**src/rtl/mli_pkg.sv**
```systemverilog
package mli_pkg;
  localparam int N_SW     = 10;
  localparam int N_CAR    = 10;
  localparam int LVL_W    = 4;
  localparam int ZERO_LVL = 5;
  localparam int TOP_LVL  = 10;

  // positive and zero levels, bit n-1 drives switch n
  function automatic logic [N_SW-1:0] pos_pattern(input logic [LVL_W-1:0] lvl);
    logic [N_SW-1:0] p;
    case (lvl)
      4'd10:   p = 10'b0101001010;
      4'd9:    p = 10'b0101000110;
      4'd8:    p = 10'b0110001010;
      4'd7:    p = 10'b0100010110;
      4'd6:    p = 10'b0110100010;
      default: p = 10'b1000010110;
    endcase
    return p;
  endfunction
endpackage

```
**src/rtl/mli_carrier.sv**
```systemverilog
module mli_carrier #(
  parameter int CAR_MAX = 200,
  localparam int CNT_W = $clog2(CAR_MAX + 1)
) (
  input  logic             clk,
  input  logic             rst,
  output logic [CNT_W-1:0] cnt_o
);
  localparam logic [CNT_W-1:0] TOP = CNT_W'(CAR_MAX);

  logic [CNT_W-1:0] cnt_q;
  logic             up_q;

  always_ff @(posedge clk) begin
    if (rst) begin
      cnt_q <= '0;
      up_q  <= 1'b1;
    end else if (up_q) begin
      if (cnt_q == TOP) begin
        up_q  <= 1'b0;
        cnt_q <= cnt_q - 1'b1;
      end else begin
        cnt_q <= cnt_q + 1'b1;
      end
    end else begin
      if (cnt_q == '0) begin
        up_q  <= 1'b1;
        cnt_q <= cnt_q + 1'b1;
      end else begin
        cnt_q <= cnt_q - 1'b1;
      end
    end
  end

  assign cnt_o = cnt_q;

  // counter stays within the triangle span
  a_r1_cnt_range: assert property (@(posedge clk) disable iff (rst)
    cnt_q <= TOP);
  // every step moves exactly one count
  a_r1_unit_step: assert property (@(posedge clk) disable iff (rst)
    !$past(rst) |-> ((cnt_q == $past(cnt_q) + 1'b1) || (cnt_q == $past(cnt_q) - 1'b1)));
endmodule

```
**src/rtl/mli_level_cmp.sv**
```systemverilog
module mli_level_cmp
  import mli_pkg::*;
#(
  parameter int REF_W   = 12,
  parameter int CAR_MAX = 200,
  parameter int CNT_W   = 8
) (
  input  logic                    clk,
  input  logic                    rst,
  input  logic signed [REF_W-1:0] ref_i,
  input  logic [CNT_W-1:0]        cnt_i,
  output logic [LVL_W-1:0]        level_o
);
  localparam int CMP_W = REF_W + 2;
  localparam int BASE  = -5 * CAR_MAX;
  localparam int SPAN  = 5 * CAR_MAX;

  logic signed [CMP_W-1:0] ref_x;
  logic [N_CAR-1:0]        above;
  logic [LVL_W-1:0]        lvl_d, lvl_q;

  assign ref_x = CMP_W'(ref_i);

  for (genvar k = 0; k < N_CAR; k++) begin : g_car
    logic signed [CMP_W-1:0] car;
    assign car      = CMP_W'(BASE + k * CAR_MAX) + CMP_W'(cnt_i);
    assign above[k] = (ref_x > car);
  end

  always_comb begin
    lvl_d = '0;
    for (int k = 0; k < N_CAR; k++) lvl_d = lvl_d + LVL_W'(above[k]);
  end

  always_ff @(posedge clk) begin
    if (rst) lvl_q <= LVL_W'(ZERO_LVL);
    else     lvl_q <= lvl_d;
  end

  assign level_o = lvl_q;

  // index never leaves 0..10
  a_r2_level_range: assert property (@(posedge clk) disable iff (rst)
    lvl_q <= LVL_W'(TOP_LVL));
  // saturation above the top carrier
  a_r3_sat_high: assert property (@(posedge clk) disable iff (rst)
    (!$past(rst) && $past(ref_x) > CMP_W'(SPAN)) |-> lvl_q == LVL_W'(TOP_LVL));
  // saturation at or below the bottom carrier
  a_r3_sat_low: assert property (@(posedge clk) disable iff (rst)
    (!$past(rst) && $past(ref_x) <= CMP_W'(-SPAN)) |-> lvl_q == '0);
endmodule

```
**src/rtl/mli_gate_map.sv**
```systemverilog
module mli_gate_map
  import mli_pkg::*;
#(
  parameter logic [5*N_SW-1:0] NEG_GATES = {10'b1010100001, 10'b1000010101,
                                            10'b1010001001, 10'b1001000101,
                                            10'b1001001001}
) (
  input  logic             clk,
  input  logic             rst,
  input  logic [LVL_W-1:0] level_i,
  output logic [N_SW-1:0]  pat_o
);
  always_comb begin
    if (level_i >= LVL_W'(ZERO_LVL)) pat_o = pos_pattern(level_i);
    else                             pat_o = NEG_GATES[N_SW*level_i +: N_SW];
  end

  // every level drives exactly four switches
  a_r6_four_on: assert property (@(posedge clk) disable iff (rst)
    $countones(pat_o) == 4);
  // switches 3 and 5 pair up for the joint capacitor charge levels
  a_r6_joint_charge: assert property (@(posedge clk) disable iff (rst)
    (level_i == 4'd7 || level_i == 4'd5) |-> (pat_o[2] && pat_o[4]));
endmodule

```
**src/rtl/mli_deadtime.sv**
```systemverilog
module mli_deadtime
  import mli_pkg::*;
#(
  parameter int DT_W = 6
) (
  input  logic            clk,
  input  logic            rst,
  input  logic [DT_W-1:0] dead_i,
  input  logic [N_SW-1:0] tgt_i,
  output logic [N_SW-1:0] gate_o
);
  logic [N_SW-1:0] gate_q;

  for (genvar i = 0; i < N_SW; i++) begin : g_sw
    logic [DT_W-1:0] wait_q;

    always_ff @(posedge clk) begin
      if (rst || !tgt_i[i]) begin
        wait_q    <= '0;
        gate_q[i] <= 1'b0;
      end else if (!gate_q[i]) begin
        if (wait_q >= dead_i) gate_q[i] <= 1'b1;
        else                  wait_q    <= wait_q + 1'b1;
      end
    end

    // a gate only turns on after its target was asserted
    a_r7_rise_needs_target: assert property (@(posedge clk) disable iff (rst)
      $rose(gate_q[i]) |-> $past(tgt_i[i]));
    // with a nonzero delay, the target has held for at least two cycles
    a_r7_dead_gap: assert property (@(posedge clk) disable iff (rst)
      ($rose(gate_q[i]) && $past(dead_i) != '0) |-> $past(tgt_i[i], 2));
    // turn-off acts on the next edge
    a_r7_fast_off: assert property (@(posedge clk) disable iff (rst)
      !$past(tgt_i[i]) |-> !gate_q[i]);
  end

  assign gate_o = gate_q;

  // never more than four switches at once
  a_r8_max_four: assert property (@(posedge clk) disable iff (rst)
    $countones(gate_q) <= 4);
  // reset clears every gate
  a_r9_reset_clear: assert property (@(posedge clk)
    $past(rst) |-> gate_q == '0);
endmodule

```
**src/rtl/mli_pwm_gate_gen.sv**
```systemverilog
module mli_pwm_gate_gen
  import mli_pkg::*;
#(
  parameter int REF_W   = 12,
  parameter int CAR_MAX = 200,
  parameter int DT_W    = 6,
  parameter logic [5*N_SW-1:0] NEG_GATES = {10'b1010100001, 10'b1000010101,
                                            10'b1010001001, 10'b1001000101,
                                            10'b1001001001}
) (
  input  logic                    clk,
  input  logic                    rst,
  input  logic signed [REF_W-1:0] ref_i,
  input  logic [DT_W-1:0]         dead_i,
  output logic [LVL_W-1:0]        level_o,
  output logic [N_SW-1:0]         gate_o
);
  localparam int CNT_W = $clog2(CAR_MAX + 1);

  logic [CNT_W-1:0] cnt;
  logic [LVL_W-1:0] level;
  logic [N_SW-1:0]  target;

  mli_carrier #(.CAR_MAX(CAR_MAX)) u_carrier (
    .clk(clk), .rst(rst), .cnt_o(cnt)
  );

  mli_level_cmp #(.REF_W(REF_W), .CAR_MAX(CAR_MAX), .CNT_W(CNT_W)) u_cmp (
    .clk(clk), .rst(rst), .ref_i(ref_i), .cnt_i(cnt), .level_o(level)
  );

  mli_gate_map #(.NEG_GATES(NEG_GATES)) u_map (
    .clk(clk), .rst(rst), .level_i(level), .pat_o(target)
  );

  mli_deadtime #(.DT_W(DT_W)) u_dt (
    .clk(clk), .rst(rst), .dead_i(dead_i), .tgt_i(target), .gate_o(gate_o)
  );

  assign level_o = level;

  // reset releases into the zero level
  a_r9_zero_after_reset: assert property (@(posedge clk)
    $past(rst) |-> level == LVL_W'(ZERO_LVL));
endmodule

```
**config.mk**
```make
export PLATFORM = sky130hd
export DESIGN_NAME = mli_pwm_gate_gen
export DESIGN_NICKNAME = d
export VERILOG_FILES = /design/src/rtl/mli_pkg.sv /design/src/rtl/mli_carrier.sv /design/src/rtl/mli_level_cmp.sv /design/src/rtl/mli_gate_map.sv /design/src/rtl/mli_deadtime.sv /design/src/rtl/mli_pwm_gate_gen.sv
export SDC_FILE = /design/constraint.sdc
export NUM_CORES = 1
export LEC_CHECK = 0
export BUFFER_PORTS_ARGS = -buffer_cell sky130_fd_sc_hd__buf_2
export CAP_MARGIN = 20
export CORE_ASPECT_RATIO = 0.9
export CORE_UTILIZATION = 63
export DETAILED_ROUTE_END_ITERATION = 7
export PLACE_DENSITY = 0.89
export SLEW_MARGIN = 20
export SYNTH_ARGS = -nofsm -noshare
export SYNTH_HDL_FRONTEND = slang
export SYNTH_SLANG_ARGS = --single-unit
```
**constraint.sdc**
```tcl
create_clock -name clk -period 7.27 [get_ports clk]
set_input_delay 0.727 -clock clk [delete_from_list [all_inputs] [get_ports clk]]
set_output_delay 0.727 -clock clk [all_outputs]
set_load 0.02 [all_outputs]
```
# Word-level counts from Yosys, hierarchy flattened
# Cells that the tools add are included.
# W data, S select, Z words.
[word_totals]
ramBits = 0
n_memories = 0
latchBits = 0
reg_bits = 83
output_inout_bits = 14
mem_bits_ro = 0
[classes]
multipliers = 1
reduce_logical = 31
add_sub_neg = 30
eq_ne = 6
bitwise_logic = 20
n_shift = 1
order_cmp = 21
div = 0
muxes = 28
[op_table]
columns = ["operator", "n"]
rows = [
  ["$add A6 B1 Y6 const B", 10],
  ["$ge A6 B6 Y1", 10],
  ["$gt A12 B12 Y1", 5],
  ["$pmux W10 S5", 1],
  ["$shiftx A50 B9 Y10 const A", 1],
  ["$add A11 B9 Y12 const A", 3],
  ["$add A4 B1 Y4", 8],
  ["$gt A12 B10 Y1", 2],
  ["$gt A12 B11 Y1", 2],
  ["$mux W8", 3],
  ["$mux W1", 23],
  ["$add A10 B8 Y11 const A", 2],
  ["$not A1 Y1", 20],
  ["$reduce_and A2 Y1", 10],
  ["$eq A4 B4 Y1 const B", 3],
  ["$gt A12 B9 Y1", 1],
  ["$add A10 B9 Y11 const A", 1],
  ["$add A9 B8 Y10 const A", 1],
  ["$add A9 B9 Y10 const A", 1],
  ["$logic_not A1 Y1", 10],
  ["$logic_or A1 B1 Y1", 10],
  ["$mux W10", 1],
  ["$add A8 B8 Y9 const A", 1],
  ["$add A8 B1 Y8 const B", 1],
  ["7 further kinds", 8],
]

# Logic depth before layout (Yosys ltp)
# Gate-level depths: netlist of the first run.
[logic_depth]
ltp_word = 11
ltp_mapped = 21

# By module
# From an unflattened synthesis of the first run, not the netlist that was laid out.
[unflattened]
cells_unflattened = 867
area_unflattened_um2 = 7367.1
[by_module_without_submodules]
columns = ["mod", "instances", "area_each_um2", "cells_per_inst"]
rows = [
  ["mli_deadtime", 1, 4340.4, 497],
  ["mli_level_cmp", 1, 2240.9, 278],
  ["mli_carrier", 1, 659.4, 75],
  ["mli_gate_map", 1, 126.4, 17],
]

# Worst setup path after synthesis of the first run
# No wires, ideal clock.
[synth_path]
kind = "reg2reg"
startpoint = "reg u_carrier.cnt_q[5], in the netlist u_carrier.cnt_o[5]"
endpoint = "reg u_cmp.lvl_q[1], in the netlist u_cmp.level_o[1]"
path_stages_with_launch = 19
setup_slack_ns = 2.208
t_required_ns = 7.144
synth_period_minus_slack_ns = 5.062
arrival_ns = 4.936
path_buffers = 1
setup_ns = 0.126
cell_sequence = "dfxtp_1 > clkbuf_1 > inv_1 > ha_1 > xnor2_1 > ha_1 > nand2_1 > nor2_1 > and3_1 > a211oi_1 > ha_1 > fa_1 > fa_1 > fa_1 > inv_1 > fa_1 > inv_1 > fa_1 > nor2b_1"
[synth_between]
elab_chain_len = 11
elab_cells_between_ends = 28
classes_between = "add/sub (18); order compare (10)"
[synth_lines]
columns = ["item", "line_no", "source"]
rows = [
  ["start, declared", "mli_carrier.sv:11", "logic [CNT_W-1:0] cnt_q;"],
  ["start signal, assigned", "mli_carrier.sv:21", "cnt_q <= cnt_q - 1'b1;"],
  ["start signal, assigned", "mli_carrier.sv:23", "cnt_q <= cnt_q + 1'b1;"],
  ["start signal, assigned", "mli_carrier.sv:28", "cnt_q <= cnt_q + 1'b1;"],
  ["$add A11 B9 Y12", "mli_level_cmp.sv:26", "assign car = CMP_W'(BASE + k * CAR_MAX) + CMP_W'(cnt_i);"],
  ["$gt A12 B12 Y1", "mli_level_cmp.sv:27", "assign above[k] = (ref_x > car);"],
  ["$add A1 B1 Y2", "mli_level_cmp.sv:32", "for (int k = 0; k < N_CAR; k++) lvl_d = lvl_d + LVL_W'(above[k]);"],
  ["$add A4 B1 Y4 (7 in a row)", "mli_level_cmp.sv:32", ""],
  ["$add A4 B1 Y4 (*)", "mli_level_cmp.sv:32", ""],
  ["net u_cmp.lvl_d[1]", "mli_level_cmp.sv:20", "logic [LVL_W-1:0] lvl_d, lvl_q;"],
  ["end signal, assigned", "mli_level_cmp.sv:36", "if (rst) lvl_q <= LVL_W'(ZERO_LVL);"],
  ["end signal, assigned", "mli_level_cmp.sv:37", "else lvl_q <= lvl_d;"],
  ["end, declared", "mli_level_cmp.sv:20", ""],
]
# Mark *: on every way through the listed nets, which the timed path passes. The rest lies on a longest branch.
# A chain may end at the register's enable or synchronous reset.

# Worst setup path in the final report of the first run
[layout_path]
startpoint = "reg u_carrier.cnt_q[6], in the netlist u_carrier.cnt_o[6]"
endpoint = "reg u_cmp.lvl_q[1], in the netlist u_cmp.level_o[1]"
# Same word-level chain as after synthesis.

==> run metrics, run 1 <==
CP arrival 5.69 ns; initial antenna violation count 0; Cell Area, Placed 0.007422 mm2; Hold Path End u_carrier.cnt_o[0]$_SDFF_PP0_; Top Ports 34; most frequent cell after synthesis ha_1; fraction of layout cells with a size suffix above 1 7.159%; Port-buffer cells 33; CTS tree built; total track usage 28.97%; # rows 36; Resized cells post-CTS 0; GPL Wtd Cong 0.9328; Setup TNS 0 ns; largest net degree at the start of global routing 37; hold_ws 0.4967 ns; met2 GRT Util 49.18%; Final Net Count 1061; cell count of the worst hold path 1; Post-CTS Setup Inserts 0; Main synth FF type dfxtp_1; core area 0.01090 mm2; Initial Utilization 65.27%; Req. time, crit path 7.48 ns; die width 114.0 um; ANT cells 0; Post-Syn Area 0.007114 mm2; vias in the first global route 5956; Worst-Skew Late Latency 0.35 ns; CTS clk-pin slew, worst paths 0.06 ns; internal reg-to-reg setup slack 1.80 ns; Final Hold Viols 0; Max VDD drop 142.4 uV; first-pass GRT wire length 27.10 mm; met3 GRT Util 6.467%; HPWL after DPL 11.87 mm; Synth Net Count 1032; CP Class flop to flop; RSZ-0062 raised after global routing no; CTS HTree Levels 3; status complete, no violations; Chip Height 102.8 um; GRT Max-Usage Layer met2; Hold Crit Class flop to flop; r2r worst-path depth 17; Max-Cap Viols 0; Yosys cell types 57; RR Endpoint u_cmp.level_o[1]$_SDFF_PP0_; vias per cell 6.129; TritonCTS buffer count 9; Synth Area in Compound Gates 17.71%; WL/cell 15.59 um; final worst slack 1.798 ns; Mapped Cells 860; YS warnings 0; Post-Layout Cell Count 1046; drc violations 0; Synth Area per Inst 8.272 um2; Final Skew 0.008062 ns; Critical Path Sink Type flop; power per cell area 198.6 mW/mm2; Worst-Margin Slew 0.7629 ns; post-synth top area cell ha_1; sequential area share after synthesis 23.36%; area growth from synthesis to layout 9.603%; CTS max path bufs 2; number of synthesized register bits 83; FMAX 182.8 MHz; critical path fanouts, max 16; CTS Root Cell clkbuf_16; Slew headroom 48.61%; post-synthesis adder-cell area fraction 27.37%; # clock sinks 83; reported leakage power 3.465 nW; post-route ant nets 0; Area contributors post-synth ha_1 (26%), dfxtp_1 (23%), xnor2_1 (6.0%); period utilization 75.27%; crit path time final 5.472 ns; hold_sp u_carrier.cnt_o[0]$_SDFF_PP0_; top cells by count, synth ha_1 (146), dfxtp_1 (83), nor2_1 (81), a21oi_1 (75), nand2_1 (57); die area 0.01172 mm2; final wirelength 16.31 mm; number of detailed-route iterations in the first pass 5; largest family of logic cells by synthesized area adder cells; gr ovfl total 0; Worst setup SP type flop; mux cell area share after synthesis 0.7211%; DRT iter0 DRCs 479; Post-synth EDFFs 0; max-slew violations 0; top-area cell type share of the netlist area 25.68%; FFs w/ async S/R, synth 0%; CTS Hold Bufs 0; Placed Cells 1030; post-route cell area 0.007797 mm2; Post-Place Setup Slack 1.823 ns; Reg-to-Reg Start u_carrier.cnt_o[6]$_SDFF_PP0_; number of vias in the routed layout 6411; Simple-Gate Fraction of Synth Area 20.74%; area share of xor/xnor cells in the synthesized design 6.279%; final setup vio count 0; met1 Track Usage GR 36.41%
## per-stage QoR
stage,util (%),power [W]
5_1_grt,71.53,0.001640
6_report,71.53,0.001549
3_3_place_gp,68.09,0.0009539
2_1_floorplan,-,0.0008617
3_5_place_dp,68.09,0.0009765
4_1_cts,71.53,0.001549
## final cells by class
class,instances,area (um2)
clock buffer,10,239.0
clock inverter,6,136.4
fill,826,3103
inverter,54,202.7
multi-input combinational,705,5180
sequential,83,1662
tap,152,190.2
timing repair buffer,36,187.7
## logic make-up after synthesis
| logic type | after synthesis |
|---|---|
| AND/OR/NAND/NOR | 295 |
| buffers and inverters | 72 |
| adder cells (fa/ha/maj) | 152 |
| flip-flops | 83 |
| multiplexers | 5 |
| AO/OA/AOI/OAI | 202 |
| XOR/XNOR | 51 |
## sequential cells by signal, indices dropped and copies added, names as in the netlist
| signal | cells |
|---|---|
| u_carrier.up_q | 1 |
| u_dt.gate_o | 10 |
| u_carrier.cnt_o | 8 |
| u_cmp.level_o | 4 |
| u_dt.g_sw.wait_q | 60 |
## worst max-delay path, stage by stage (launching register included)
cell and delay [ns]:
dfxtp_1 0.71, inv_1 0.40, ha_1 0.34, xnor2_1 0.14, ha_1 0.30, nand2_1 0.09, nor2_1 0.05, and3_1 0.15
a211oi_1 0.22, ha_1 0.28, fa_1 0.51, fa_1 0.52, fa_1 0.54, inv_1 0.06, fa_1 0.41, inv_1 0.09
fa_1 0.40, nor2b_1 0.13
## worst max path at each step
stage | from | to | slack (ns) | depth (start not counted)
after floorplan | u_carrier.cnt_o[5]$_SDFF_PP0_ | u_cmp.level_o[1]$_SDFF_PP0_ | 2.21 | 18
after global placement | u_carrier.cnt_o[6]$_SDFF_PP0_ | u_cmp.level_o[1]$_SDFF_PP0_ | 1.93 | 17
after detailed placement | u_carrier.cnt_o[6]$_SDFF_PP0_ | u_cmp.level_o[1]$_SDFF_PP0_ | 1.82 | 17
after CTS | u_carrier.cnt_o[6]$_SDFF_PP0_ | u_cmp.level_o[1]$_SDFF_PP0_ | 1.81 | 17
after global routing | u_carrier.cnt_o[6]$_SDFF_PP0_ | u_cmp.level_o[1]$_SDFF_PP0_ | 1.51 | 17
final | u_carrier.cnt_o[6]$_SDFF_PP0_ | u_cmp.level_o[1]$_SDFF_PP0_ | 1.80 | 17
## metal layers
layer,wire [um],share of wire (%)
met5,0,0
met4,299,1.8
met3,937,5.7
met2,7574,46
met1,7494,46
## layout by cell type (no fill, tap or decap), drive strengths merged, types with 6 or more instances in the layout
cell type	netlist	final
a211oi	11	11
a21boi	6	6
a21o	14	14
a21oi	75	75
a31oi	7	7
and2	6	6
and3	7	7
buf	5	36
clkbuf	13	10
dfxtp	83	83
fa	6	6
ha	146	146
inv	54	54
nand2	57	57
nand2b	12	12
nand3	34	34
nand4	12	12
nor2	81	81
nor2b	6	6
nor3	27	27
nor3b	10	10
nor4	10	10
o211ai	16	16
o21ai	39	39
or3	11	11
xnor2	49	49
## power by group
| part | internal [W] | leakage, nW | switching [W] | total, W |
|---|---|---|---|---|
| Combinational | 0.000170 | 2.61 | 0.000245 | 0.000415 |
| Sequential | 0.000499 | 0.673 | 0.0000628 | 0.000562 |
| Clock | 0.000380 | 0.179 | 0.000192 | 0.000572 |
(Power assumes the default switching activity.)
==> inputs of run 2 (changes only) <==
--- a/config.mk
+++ b/config.mk
@@ -5,12 +5,13 @@
 export SDC_FILE = /design/constraint.sdc
 export NUM_CORES = 1
 export LEC_CHECK = 0
+export ABC_AREA = 1
 export BUFFER_PORTS_ARGS = -buffer_cell sky130_fd_sc_hd__buf_2
 export CAP_MARGIN = 20
 export CORE_ASPECT_RATIO = 0.9
-export CORE_UTILIZATION = 63
+export CORE_UTILIZATION = 57
 export DETAILED_ROUTE_END_ITERATION = 7
-export PLACE_DENSITY = 0.89
+export PLACE_DENSITY = 0.86
 export SLEW_MARGIN = 20
 export SYNTH_ARGS = -nofsm -noshare
 export SYNTH_HDL_FRONTEND = slang
==> constraint.sdc (replaced) <==
create_clock -name clk -period 4.6 [get_ports clk]
set_input_delay 0.46 -clock clk [delete_from_list [all_inputs] [get_ports clk]]
set_output_delay 0.46 -clock clk [all_outputs]
set_load 0.02 [all_outputs]
==> run 2 against run 1 <==
Net effect:
- clock power is 34% higher
- routed wire length grew 13%
- sequential cell count did not move
- register-to-register slack lost 1.8 ns
- via count grew 12%
- clock skew about the same
- core utilization shrank 3.9 points
- clock-buffer cell count did not move
- critical endpoint unchanged
- largest power group is now sequential cells
==> run metrics, run 2 <==
Final Net Count 1324; total track usage 27.36%; power per cell area 261.7 mW/mm2; critical path's largest stage delay 0.52 ns; first-pass GRT wire length 30.30 mm; Area contributors post-synth ha_1 (24%), dfxtp_1 (22%), nand2_1 (12%); RR Endpoint u_cmp.level_o[1]$_SDFF_PP0_; commonest non-fill, non-tap cell in the layout nand2_1; CP Class flop to flop; Mapped Cells 1085; post-layout util 67.59%; HPWL after DPL 13.58 mm; core area 0.01288 mm2; Worst-Margin Slew 0.5473 ns; initial antenna violation count 0; YS warnings 0; die area 0.01391 mm2; Cell Area, Placed 0.008262 mm2; crit path cell chain clkinvlp_4 > ha_4 > xnor2_2 > inv_1 > ha_4 > nand2_1 > inv_1 > nand2_1 > nor2_2 > nand2_1 > nand4_1 > nand2_1 > inv_2 > ha_4 > fa_1 > fa_1 > fa_1 > inv_2 > fa_2 > inv_2 > fa_2 > inv_1 > nor2_1; DRT iter0 DRCs 509; Final Hold Viols 0; period utilization 99.61%; Critical Path Sink Type flop; post-synth top area cell ha_1; FFs w/ async S/R, synth 0%; gr ovfl total 0; critical path depth 23; CTS tree built; WL/cell 13.91 um; Largest Register u_dt.g_sw.wait_q; Initial Utilization 59.46%; Worst setup SP type flop; reported leakage power 4.343 nW; Chip Height 112.0 um; critical path fanouts, max 4; ANT cells 0; Crit path buffers/inverters 7; r2r worst-path depth 23; vias in the first global route 6610; leading cell types in the layout, fill and taps excluded nand2_1 (244), ha_1 (139), nor2_1 (120), inv_1 (115), a21oi_1 (86); top cells by count, synth nand2_1 (247), ha_1 (146), nor2_1 (127), inv_1 (123), a21oi_1 (92); GPL Wtd Cong 0.9327; Reg-to-Reg Start u_carrier.cnt_o[3]$_SDFF_PP0_; Yosys cell types 37; drc violations 0; max-slew violations 0; sequential area share after synthesis 21.69%; top-area cell type share of the netlist area 23.85%; die width 124.2 um; Synth Net Count 1257; Hold Crit Class flop to flop; internal reg-to-reg setup slack 0.02 ns; number of synthesized register bits 83; Critical Path Most Common Cell nand2_1; Worst-Skew Late Latency 0.35 ns; final wirelength 18.37 mm; post-route cell area 0.008707 mm2; Synth Area per Inst 7.060 um2; FMAX 218.2 MHz; slowest CP cell fa_1; crit path time final 4.582 ns; Post-Syn Area 0.007660 mm2; status complete, no violations; Max VDD drop 247.9 uV; Critical path destination u_cmp.level_o[1]$_SDFF_PP0_; # clock sinks 83; CP arrival 4.81 ns; RSZ-0062 raised after global routing yes; number of vias in the routed layout 7210; CP Launch Point u_carrier.cnt_o[3]$_SDFF_PP0_; area growth from synthesis to layout 13.67%; Main synth FF type dfxtp_1; post-route ant nets 0; CTS clk-pin slew, worst paths 0.07 ns; final setup vio count 0; Slew headroom 63.47%; Req. time, crit path 4.83 ns; Port-buffer cells 33; Largest register FFs 60; Top Ports 34; Final Skew 0.007604 ns; CTS Root Cell clkbuf_16; Post-synth EDFFs 0; TritonCTS buffer count 9; most frequent cell after synthesis nand2_1; fraction of layout cells with a size suffix above 1 13.92%; largest net degree at the start of global routing 17; CTS HTree Levels 3; # rows 39; number of detailed-route iterations in the first pass 5; CTS max path bufs 2; vias per cell 5.458; Max-Cap Viols 0; Worst path top cell family by delay adder cells
## run 2: cell types whose count changed after synthesis, sizes merged, moves of 12 or more
| cell | before | now |
|---|---|---|
| a21o | 14 | 1 |
| a21oi | 75 | 100 |
| clkbuf | 13 | 1 |
| inv | 54 | 127 |
| nand2 | 57 | 259 |
| nand2b | 12 | 0 |
| nand3 | 34 | 75 |
| nor2 | 81 | 132 |
| o211ai | 16 | 2 |
| xnor2 | 49 | 18 |
| xor2 | 2 | 42 |
## run 2: layer usage
layer | global-route usage [%] | wire (um) | up-vias
met1 | 37.38 | 8516 | 3257
li1 | - | - | 3694
met3 | 4.816 | 1035 | 45
met5 | 0 | 0 | -
met4 | 10.95 | 535 | 0
met2 | 42.21 | 8286 | 214
## run 2: how the worst min path moves through the flow
| stage | startpoint | endpoint | slack (ns) | depth (start not counted) |
|---|---|---|---|---|
| after floorplan | u_carrier.cnt_o[0]$_SDFF_PP0_ | u_carrier.cnt_o[0]$_SDFF_PP0_ | 0.45 | 1 |
| after global placement | u_dt.g_sw[3].wait_q[0]$_SDFFE_PP0P_ | u_dt.g_sw[3].wait_q[0]$_SDFFE_PP0P_ | 0.47 | 2 |
| after detailed placement | u_dt.g_sw[3].wait_q[0]$_SDFFE_PP0P_ | u_dt.g_sw[3].wait_q[0]$_SDFFE_PP0P_ | 0.48 | 2 |
| after CTS | u_dt.g_sw[3].wait_q[0]$_SDFFE_PP0P_ | u_dt.g_sw[3].wait_q[0]$_SDFFE_PP0P_ | 0.49 | 2 |
| after global routing | u_dt.g_sw[3].wait_q[0]$_SDFFE_PP0P_ | u_dt.g_sw[3].wait_q[0]$_SDFFE_PP0P_ | 0.52 | 2 |
| final | u_dt.g_sw[3].wait_q[0]$_SDFFE_PP0P_ | u_dt.g_sw[3].wait_q[0]$_SDFFE_PP0P_ | 0.49 | 2 |
## run 2: logic make-up after synthesis
logic type | Yosys count | synth area share [%]
flip-flops | 83 | 21.69
AO/OA/AOI/OAI | 157 | 11.52
adder cells (fa/ha/maj) | 152 | 25.42
buffers and inverters | 138 | 7.187
XOR/XNOR | 60 | 6.860
AND/OR/NAND/NOR | 495 | 27.33
## run 2: cell type report
type                       count  area (um2)
clock buffer                  10       239.0
clock inverter                 6       71.32
inverter                     127       485.5
multi-input combinational    864        5609
timing repair buffer          67       420.4
sequential                    83        1677
tap                          164       205.2
fill                        1008        4175
## run 2: worst register-to-register path, stage by stage (launching register included)
cell and delay [ns]:
dfxtp_4 0.38, clkinvlp_4 0.12, ha_4 0.20, xnor2_2 0.16, inv_1 0.09, ha_4 0.28, nand2_1 0.05, inv_1 0.07
nand2_1 0.08, nor2_2 0.14, nand2_1 0.06, nand4_1 0.07, nand2_1 0.06, inv_2 0.06, ha_4 0.19, fa_1 0.52
fa_1 0.43, fa_1 0.51, inv_2 0.04, fa_2 0.37, inv_2 0.07, fa_2 0.42, inv_1 0.06, nor2_1 0.03
## run 2: through the flow
stage	total power (W)	instances	setup TNS (ns)	hold WS [ns]	setup slack [ns]
floorplan	0.001325	1085	0	0.4544	0.05616
global placement	0.001476	1303	0	0.4734	0.02961
detailed placement	0.001497	1303	-0.08266	0.4794	-0.08266
CTS	0.002273	1321	-0.005044	0.4884	-0.005044
global route	0.002433	1321	-0.1980	0.5217	-0.1530
finish	0.002279	1321	0	0.4856	0.01775
## run 2: power breakdown
group / switching [W] / leakage, nW / internal [W]
combinational: 0.000419 / 3.52 / 0.000234
clock: 0.000327 / 0.146 / 0.000441
sequential: 0.0000743 / 0.676 / 0.000783
## run 2: repair_timing
item                                    CTS  global route
setup buffers                             2             1
gates resized for setup                  12            26
endpoints found under the setup margin    1             2
pin swaps                                 9            11
endpoints found under the hold margin     0             0
hold buffers                              0             0
==> inputs of run 3 (changes only) <==
--- a/config.mk
+++ b/config.mk
@@ -9,6 +9,7 @@
 export BUFFER_PORTS_ARGS = -buffer_cell sky130_fd_sc_hd__buf_2
 export CAP_MARGIN = 20
 export CORE_ASPECT_RATIO = 0.9
+export CORE_MARGIN = 3
 export CORE_UTILIZATION = 57
 export DETAILED_ROUTE_END_ITERATION = 7
 export PLACE_DENSITY = 0.86
==> run 3 against run 2 <==
Net effect:
- the run now ends with setup timing left
- clock skew decreased by 0.0022 ns
- cell count increased by 0.30%
- core utilization increased by 0.69 points
- clock power increased by 9.0%
- sequential share of layout area decreased by 0.30 points
- routed wire length increased by 2.0%
- final area increased by 1.4%
- die area increased by 6.9%
- hold slack got worse by 0.0049 ns
- register-to-register slack got worse by 0.07 ns
- largest power group unchanged
==> run metrics, run 3 (synthesis results as in run 2) <==
CTS Hold Bufs 0; largest net degree at the start of global routing 17; Largest register FFs 60; number of vias in the routed layout 7340; Chip Height 116.0 um; first-pass GRT wire length 31.14 mm; Max VDD drop 241.3 uV; critical path fanouts, max 8; Worst-Skew Late Latency 0.35 ns; hold_sp u_dt.g_sw[3].wait_q[0]$_SDFFE_PP0P_; Initial Utilization 59.24%; drc violations 0; FMAX 214.9 MHz; total track usage 25.47%; WL/cell 14.14 um; die width 128.2 um; Critical Path Sink Type flop; Top Ports 34; # clock sinks 83; fraction of layout cells with a size suffix above 1 14.04%; Final Skew 0.005454 ns; Max-Cap Viols 0; Reg-to-Reg Start u_carrier.cnt_o[6]$_SDFF_PP0_; DRT iter0 DRCs 521; r2r worst-path depth 21; sequential cell area 0.001674 mm2; post-route ant nets 0; CP Launch Point u_carrier.cnt_o[6]$_SDFF_PP0_; CTS HTree Levels 3; Worst-Margin Slew 0.5833 ns; CTS tree built; die area 0.01487 mm2; Largest Register u_dt.g_sw.wait_q; crit path time final 4.653 ns; Setup TNS -0.05270 ns; final setup vio count 1; status finished, violations left; final wirelength 18.74 mm; Final Net Count 1329; number of detailed-route iterations in the first pass 6; CP Class flop to flop; TritonCTS buffer count 9; CTS max path bufs 2; Final Hold Viols 0; leading cell types in the layout, fill and taps excluded nand2_1 (244), ha_1 (134), nor2_1 (121), inv_1 (116), a21oi_1 (85); Worst setup SP type flop; Cell Area, Placed 0.008267 mm2; failing checks setup timing; core area 0.01293 mm2; CP arrival 4.88 ns; post-route cell area 0.008830 mm2; final worst slack -0.05270 ns; GPL Wtd Cong 0.9232; max-slew violations 0; Hold Crit Class flop to flop; reported leakage power 4.365 nW; gr ovfl total 0; ANT cells 0; initial antenna violation count 0; cell count of the worst hold path 2; period utilization 101.1%; CTS clk-pin slew, worst paths 0.06 ns; power per cell area 266.5 mW/mm2; RSZ-0062 raised after global routing yes; Req. time, crit path 4.82 ns; CTS Root Cell clkbuf_16; HPWL after DPL 14.07 mm; area growth from synthesis to layout 15.27%; Port-buffer cells 33; vias in the first global route 6909; # rows 39; Slew headroom 61.07%; commonest non-fill, non-tap cell in the layout nand2_1; Multi-input gate area 0.005647 mm2; vias per cell 5.540; Tot Pwr 0.002353 W; FILL cells 1000
==> run 3: cell types whose count changed in the layout (fill, tap and decap cells not counted), sizes merged <==
cell,delta
bufinv,+2
inv,-1
clkinv,-1
buf,+5
clkbuf,-1
==> run 3: repair_timing <==
item / CTS / global route
pin swaps: 12 / 19
buffers inserted: 4 / 4
endpoints found under the setup margin: 2 / 2
gates resized for setup: 21 / 20
==> run 3: path summary, 6_finish.rpt <==
| check | slack [ns] | to |
|---|---|---|
| setup reg to reg | -0.05 | u_cmp.level_o[1]$_SDFF_PP0_ |
| setup / recovery | -0.05 | u_cmp.level_o[1]$_SDFF_PP0_ |
| hold / removal | 0.48 | u_dt.g_sw[3].wait_q[0]$_SDFFE_PP0P_ |
| hold reg to reg | 0.48 | u_dt.g_sw[3].wait_q[0]$_SDFFE_PP0P_ |
==> run 3: area by class of cell <==
type | count | area share [%]
Clock inverter | 6 | 1.289
Tap cell | 164 | 2.324
Clock buffer | 9 | 2.551
Inverter | 127 | 5.555
Timing Repair Buffer | 72 | 5.371
Sequential cell | 83 | 18.96
Multi-Input combinational cell | 864 | 63.95
==> run 3: layer usage <==
| metal | global-route usage [%] | vias up | wire length (um) |
|---|---|---|---|
| met5 | 0 | - | 0 |
| met4 | 9.618 | 0 | 621 |
| met3 | 5.023 | 65 | 1087 |
| met2 | 43.04 | 271 | 8637 |
| met1 | 32.25 | 3296 | 8389 |
| li1 | - | 3708 | - |
==> run 3: per-stage QoR <==
stage	cells	setup WS, ns	hold WS (ns)	utilization, %
final	1325	-0.05270	0.4806	68.28
after global routing	1325	-0.1907	0.5231	68.28
after CTS	1321	0.02186	0.4859	67.33
after detailed placement	1302	-0.1085	0.4763	63.93
after global placement	1302	0.009827	0.4694	63.93
after floorplan	1085	0.05616	0.4544	-
==> run 3: power breakdown <==
| group | total (W) | switching [W] | internal [W] |
|---|---|---|---|
| registers | 0.000861 | 0.0000771 | 0.000784 |
| logic | 0.000656 | 0.000421 | 0.000235 |
| clock network | 0.000836 | 0.000307 | 0.000529 |
==> run 3: worst max-delay path, stage by stage, from the launching register on <==
cell and delay (ns):
dfxtp_4 0.37, buf_4 0.15, ha_4 0.17, buf_4 0.13
a21oi_2 0.15, xor2_1 0.19, ha_1 0.30, a21oi_1 0.17
o21ai_1 0.12, nand2_1 0.07, nand3_1 0.07, nand2_1 0.06
inv_1 0.05, fa_1 0.58, fa_1 0.45, fa_1 0.51
inv_2 0.04, fa_2 0.37, inv_2 0.07, fa_1 0.41
inv_1 0.07, nor2_1 0.03
